===== src/rtl/vseg_pkg.sv =====
package vseg_pkg;
   localparam int CODE_W = 3;
   localparam int PERM_W = 2;

   localparam logic [CODE_W-1:0] RES_OK      = 3'd0;
   localparam logic [CODE_W-1:0] RES_BADADDR = 3'd1;
   localparam logic [CODE_W-1:0] RES_NOHIT   = 3'd2;
   localparam logic [CODE_W-1:0] RES_INVAL   = 3'd3;
   localparam logic [CODE_W-1:0] RES_CLEAN   = 3'd4;

   localparam logic [1:0] PRIV_KERN = 2'b00;
   localparam logic [1:0] PRIV_SUPV = 2'b01;
   localparam logic [1:0] PRIV_USER = 2'b10;

   localparam logic [PERM_W-1:0] PERM_RW   = 2'b11;
   localparam logic [PERM_W-1:0] PERM_NONE = 2'b00;

   typedef enum logic [1:0] {TRK_IDLE, TRK_WAIT, TRK_DONE} trk_state_e;
endpackage


===== src/rtl/vseg_classify.sv =====
module vseg_classify
   import vseg_pkg::*;
#(
   parameter int VADDR_W = 32,
   parameter int PADDR_W = 32
) (
   input  logic [VADDR_W-1:0] vaddr,
   input  logic [1:0]         mode,
   input  logic               erl,
   output logic               legal,
   output logic               direct,
   output logic               mapped,
   output logic [PADDR_W-1:0] direct_paddr
);
   localparam int TOP    = VADDR_W - 1;
   localparam int LOW_W  = VADDR_W - 3;

   logic [2:0]         region;
   logic               is_kern;
   logic               is_supv;
   logic               low_half;
   logic [VADDR_W-1:0] src;

   assign region   = vaddr[TOP -: 3];
   assign low_half = ~vaddr[TOP];
   assign is_kern  = (mode == PRIV_KERN);
   assign is_supv  = (mode == PRIV_SUPV);

   always_comb begin
      unique casez (region)
         3'b0??:        legal = 1'b1;
         3'b100, 3'b101: legal = is_kern;
         3'b110:        legal = is_kern | is_supv;
         default:       legal = is_kern;
      endcase
   end

   assign direct = (low_half & erl) | (legal & (region[2:1] == 2'b10));
   assign mapped = legal & ~direct;

   assign src = low_half ? vaddr : {3'b000, vaddr[LOW_W-1:0]};

   generate
      if (PADDR_W >= VADDR_W) begin : g_widen
         assign direct_paddr = PADDR_W'(src);
      end else begin : g_narrow
         assign direct_paddr = src[PADDR_W-1:0];
      end
   endgenerate
endmodule


===== src/rtl/vseg_tracker.sv =====
module vseg_tracker
   import vseg_pkg::*;
#(
   parameter int PADDR_W = 32
) (
   input  logic               clk,
   input  logic               rst_n,
   input  logic               launch,
   input  logic               tlb_rsp_valid,
   input  logic [CODE_W-1:0]  tlb_rsp_code,
   input  logic [PADDR_W-1:0] tlb_rsp_paddr,
   input  logic [PERM_W-1:0]  tlb_rsp_perm,
   output logic               busy,
   output logic               done,
   output logic [CODE_W-1:0]  held_code,
   output logic [PADDR_W-1:0] held_paddr,
   output logic [PERM_W-1:0]  held_perm
);
   trk_state_e state_q;

   always_ff @(posedge clk or negedge rst_n) begin
      if (!rst_n) begin
         state_q    <= TRK_IDLE;
         held_code  <= RES_OK;
         held_paddr <= '0;
         held_perm  <= PERM_NONE;
      end else begin
         unique case (state_q)
            TRK_IDLE: if (launch) state_q <= TRK_WAIT;
            TRK_WAIT: if (tlb_rsp_valid) begin
               state_q    <= TRK_DONE;
               held_code  <= tlb_rsp_code;
               held_paddr <= tlb_rsp_paddr;
               held_perm  <= tlb_rsp_perm;
            end
            default:  state_q <= TRK_IDLE;
         endcase
      end
   end

   assign busy = (state_q != TRK_IDLE);
   assign done = (state_q == TRK_DONE);
endmodule


===== src/rtl/vseg_decoder.sv =====
module vseg_decoder
   import vseg_pkg::*;
#(
   parameter int VADDR_W = 32,
   parameter int PADDR_W = 32
) (
   input  logic               clk,
   input  logic               rst_n,
   input  logic               req_valid,
   output logic               req_ready,
   input  logic [VADDR_W-1:0] req_vaddr,
   input  logic               req_write,
   input  logic [1:0]         req_mode,
   input  logic               req_erl,
   output logic               rsp_valid,
   output logic [2:0]         rsp_code,
   output logic [PADDR_W-1:0] rsp_paddr,
   output logic [1:0]         rsp_perm,
   output logic               tlb_req_valid,
   output logic [VADDR_W-1:0] tlb_req_vaddr,
   output logic               tlb_req_write,
   input  logic               tlb_rsp_valid,
   input  logic [2:0]         tlb_rsp_code,
   input  logic [PADDR_W-1:0] tlb_rsp_paddr,
   input  logic [1:0]         tlb_rsp_perm
);
   generate
      if (VADDR_W != 32) begin : g_bad_vaddr
         $error("vseg_decoder: region boundaries assume a 32-bit virtual address");
      end
      if (PADDR_W < VADDR_W - 1) begin : g_bad_paddr
         $error("vseg_decoder: PADDR_W too narrow for the low-half identity map");
      end
   endgenerate

   logic               legal, direct, mapped;
   logic [PADDR_W-1:0] direct_paddr;
   logic               busy, done, accept;
   logic [CODE_W-1:0]  held_code;
   logic [PADDR_W-1:0] held_paddr;
   logic [PERM_W-1:0]  held_perm;

   vseg_classify #(.VADDR_W(VADDR_W), .PADDR_W(PADDR_W)) u_class (
      .vaddr(req_vaddr), .mode(req_mode), .erl(req_erl),
      .legal(legal), .direct(direct), .mapped(mapped),
      .direct_paddr(direct_paddr)
   );

   assign req_ready = ~busy;
   assign accept    = req_valid & req_ready;

   vseg_tracker #(.PADDR_W(PADDR_W)) u_track (
      .clk(clk), .rst_n(rst_n), .launch(accept & mapped),
      .tlb_rsp_valid(tlb_rsp_valid), .tlb_rsp_code(tlb_rsp_code),
      .tlb_rsp_paddr(tlb_rsp_paddr), .tlb_rsp_perm(tlb_rsp_perm),
      .busy(busy), .done(done),
      .held_code(held_code), .held_paddr(held_paddr), .held_perm(held_perm)
   );

   assign tlb_req_valid = accept & mapped;
   assign tlb_req_vaddr = req_vaddr;
   assign tlb_req_write = req_write;

   always_comb begin
      rsp_valid = 1'b0;
      rsp_code  = RES_OK;
      rsp_paddr = '0;
      rsp_perm  = PERM_NONE;
      if (done) begin
         rsp_valid = 1'b1;
         rsp_code  = held_code;
         rsp_paddr = held_paddr;
         rsp_perm  = held_perm;
      end else if (accept && direct) begin
         rsp_valid = 1'b1;
         rsp_paddr = direct_paddr;
         rsp_perm  = PERM_RW;
      end else if (accept && !legal) begin
         rsp_valid = 1'b1;
         rsp_code  = RES_BADADDR;
      end
   end
endmodule


===== config.mk =====
export PLATFORM = sky130hd
export DESIGN_NAME = vseg_decoder
export DESIGN_NICKNAME = d
export VERILOG_FILES = /design/src/rtl/vseg_pkg.sv /design/src/rtl/vseg_classify.sv /design/src/rtl/vseg_tracker.sv /design/src/rtl/vseg_decoder.sv
export SDC_FILE = /design/constraint.sdc
export NUM_CORES = 1
export LEC_CHECK = 0
export ABC_AREA = 1
export BUFFER_PORTS_ARGS = -buffer_cell sky130_fd_sc_hd__buf_2
export CAP_MARGIN = 20
export CORE_MARGIN = 1
export CORE_UTILIZATION = 46
export DETAILED_ROUTE_END_ITERATION = 6
export MAX_ROUTING_LAYER = met4
export PLACE_DENSITY = 0.86
export SYNTH_ARGS = -nofsm -noshare
export SYNTH_HDL_FRONTEND = slang
export SYNTH_SLANG_ARGS = --single-unit

===== constraint.sdc =====
create_clock -name clk -period 3.05 [get_ports clk]
set_input_delay 0.305 -clock clk [delete_from_list [all_inputs] [get_ports clk]]
set_output_delay 0.305 -clock clk [all_outputs]
set_load 0.02 [all_outputs]

==> run_results.csv <==
group,metric,value,unit
floorplanning,core-area,4848,um^2
clocking,htree_num_levels,2,
route,drt.antenna.violating_nets,0,
timing,hold_viol,0,
timing,fin_skew,3.514,ps
timing,fin_crit_sh,80.21,%
finish,layout.core_utilization,60.62,%
power,totalPowerFinal,1.747,mW
route,topRoutingLayerUsed,"met4",
clocking,post_cts_resize_count,0,
clocking,clkSinkCount,39,
clocking,number_of_buffers_added_for_setup_after_cts,0,
setup_path,setup.worst_path.end_class,"output pin",
finish,final_layout_size_suffix_gt1_share,37.70,%
floorplanning,rows,25,
timing,timing.final.setup_violations,0,
setup_path,worst-path-max-fanout,20,
clocking,cts.reportedPaths.clkPinSlew,70,ps
route,wl_met1,2.500,mm
synth,synthesis.area_per_instance,7.203,um^2
route,detailroute.wirelength.met2,3.077,mm
synth,synth.ff_latch_count,39,
finish,seqCellArea,975.9,um^2
route,drt_pass1_iterations,4,
power,peakVddDrop,0.0003285,V
synth,mappedNetlistArea,2370,um^2
placement,detailedPlacementHpwl,4.289,mm
route,detailroute.via_count,2423,
global_routing,gr-total-overflow,0,
min_path,worstHoldPathType,"input port to asynchronous set/reset pin",
timing,timing_max_transition_violations_final,0,
floorplanning,floorplan.io_pins,150,
synth,yosys_warnings,0,
floorplanning,die_area,5443,um^2
timing,hold_slack,125.7,ps
synth,synth-seq-area-share,41.18,%
setup_path,cp.required,2740,ps
timing,fin_setup_tns,0,ps
clocking,cts.hold.buffers_added,0,
route,met3_routed_wl,277,um
finish,fin_nets,511,
finish,n_antenna_cell,0,
setup_path,critical_path_class,"flop to output pin",
power,power_density,594.4,nW/um^2
timing,grt_setup_unrepaired,"no",
route,route.detailed.wl_per_inst,11.75,um
power,leakagePower,1.841,nW
clocking,tritoncts,"built",
route,drt-vias-per-instance,4.827,
global_routing,groute.usage.overall,23.40,%
placement,io_buffer_count,147,
synth,total_nets_after_synthesis,406,
finish,synthToLayoutAreaGrowth,24.02,%
setup_path,cp_data_arrival_time,2140,ps
timing,worstMarginPinSlew,844.1,ps
run,max_cap_viol_count,0,
floorplanning,die_h,73.78,um
route,drt_drc_violations_left,0,
clocking,cts-buffers-inserted,5,
finish,multi_input_comb_area,979.7,um^2
global_routing,grt_antenna_before_repair,0,
route,drtIter0Drc,118,
floorplanning,dieWidth,73.78,um
placement,routabilityCongestion,0.9046,
floorplanning,initial_core_util,48.88,%
global_routing,largest_net_degree_at_the_start_of_global_routing,42,
finish,num-fill-cells,450,
setup_path,critPathLaunchType,"flop",
run_status,status,"finished, final reports clean",
clocking,clk_path_buf_depth,2,
clocking,cts_root_buf,"sky130_fd_sc_hd__clkbuf_8",
synth,yosysUniqueCellTypes,17,
global_routing,first_global_vias,2155,
timing,maxClockFrequency,408.8,MHz
timing,worst_slew_margin_rel,43.72,%
route,totalWireLength,5.897,mm
synth,synth_cells,329,
timing,finalCriticalPeriod,2446,ps
global_routing,wire_length_of_the_first_global_routing_pass,9.446,mm
clocking,clk_latency,280,ps
[final cells by class]
type,instances,area share [%]
Multi-Input combinational cell,228,33.33
Sequential cell,39,33.21
Timing Repair Buffer,151,26.05
Clock buffer,8,3.406
Tap cell,67,2.852
Inverter,9,1.149
[power breakdown]
group          total (mW)  leakage, nW  internal [mW]  switching, mW
combinational       0.556         1.30          0.204          0.352
sequential          0.817        0.488          0.714          0.104
clock               0.374       0.0515          0.206          0.168
[per-stage QoR]
stage	cells	worst slack, ps	cell area, um^2
floorplan	329	1358	2370
CTS	502	587.4	2939
global route	502	449.5	2939
detailed placement	494	914.3	2839
global placement	494	961.2	2839
finish	502	603.6	2939
[worst paths after layout]
| path | cells past startpoint | slack, ps | end | start |
|---|---|---|---|---|
| hold reg to reg | 2 | 480 | u_track.held_paddr[4] | u_track.held_paddr[4] |
| setup reg to reg | 3 | 1410 | u_track.state_q[0] | u_track.state_q[0] |
| min in group clk | 3 | 210 | u_track.held_paddr[7] | tlb_rsp_paddr[7] |
| setup / recovery | 5 | 600 | rsp_paddr[4] | u_track.state_q[0] |
| max in group asynchronous | 1 | 2390 | u_track.held_paddr[12] | rst_n |
| hold / removal | 1 | 130 | u_track.held_paddr[31] | rst_n |
[Yosys cell counts]
master	count	area share [%]
sky130_fd_sc_hd__nor3b_4	1	0.79
sky130_fd_sc_hd__nand3_2	1	0.42
sky130_fd_sc_hd__dfrtp_1	39	41
sky130_fd_sc_hd__buf_4	36	11
sky130_fd_sc_hd__o21ai_0	2	0.42
sky130_fd_sc_hd__o21ai_2	1	0.37
sky130_fd_sc_hd__nand3_1	4	0.84
sky130_fd_sc_hd__inv_1	7	1.1
sky130_fd_sc_hd__nand4_1	30	7.9
sky130_fd_sc_hd__inv_2	2	0.32
sky130_fd_sc_hd__buf_2	13	2.7
sky130_fd_sc_hd__buf_6	4	1.9
sky130_fd_sc_hd__o21ai_1	3	0.63
sky130_fd_sc_hd__nand2_1	178	28
sky130_fd_sc_hd__nand3b_1	1	0.32
sky130_fd_sc_hd__nor2_4	1	0.48
sky130_fd_sc_hd__nor2_1	6	0.95
[state kept, by name, indices dropped and copies added (netlist names)]
signal / cells
u_track.held_paddr: 32
u_track.held_perm: 2
u_track.state_q: 2
u_track.held_code: 3
[critical path, stage by stage (launching register included)]
cell and delay, ps:
sky130_fd_sc_hd__dfrtp_1 470, sky130_fd_sc_hd__nor3b_4 680, sky130_fd_sc_hd__buf_4 330, sky130_fd_sc_hd__nand4_1 110, sky130_fd_sc_hd__nand2_1 100, sky130_fd_sc_hd__buf_2 160
[logic make-up after synthesis]
kind of cell           count (synthesis)  share of synthesized area (%)
AO/OA/AOI/OAI                          6                          1.425
buffers and inverters                 62                          17.48
flip-flops                            39                          41.18
AND/OR/NAND/NOR                      222                          39.92
[layer usage]
layer  vias up  global-route usage [%]
met5         -                       -
met4         0                   5.128
met3         4                   4.801
met2        91                   40.88
met1      1112                   27.76
li1       1216                       -
[placed cells by master, fill, tap and decap left out, drive strengths merged]
cell type | Yosys | routed
nand3b | 1 | 1
o21ai | 6 | 6
inv | 9 | 9
nand4 | 30 | 30
nand3 | 5 | 5
nor3b | 1 | 1
nand2 | 178 | 178
nor2 | 7 | 7
clkbuf | 0 | 8
dfrtp | 39 | 39
buf | 53 | 151
No activity file was read; power rests on OpenSTA's default activity.
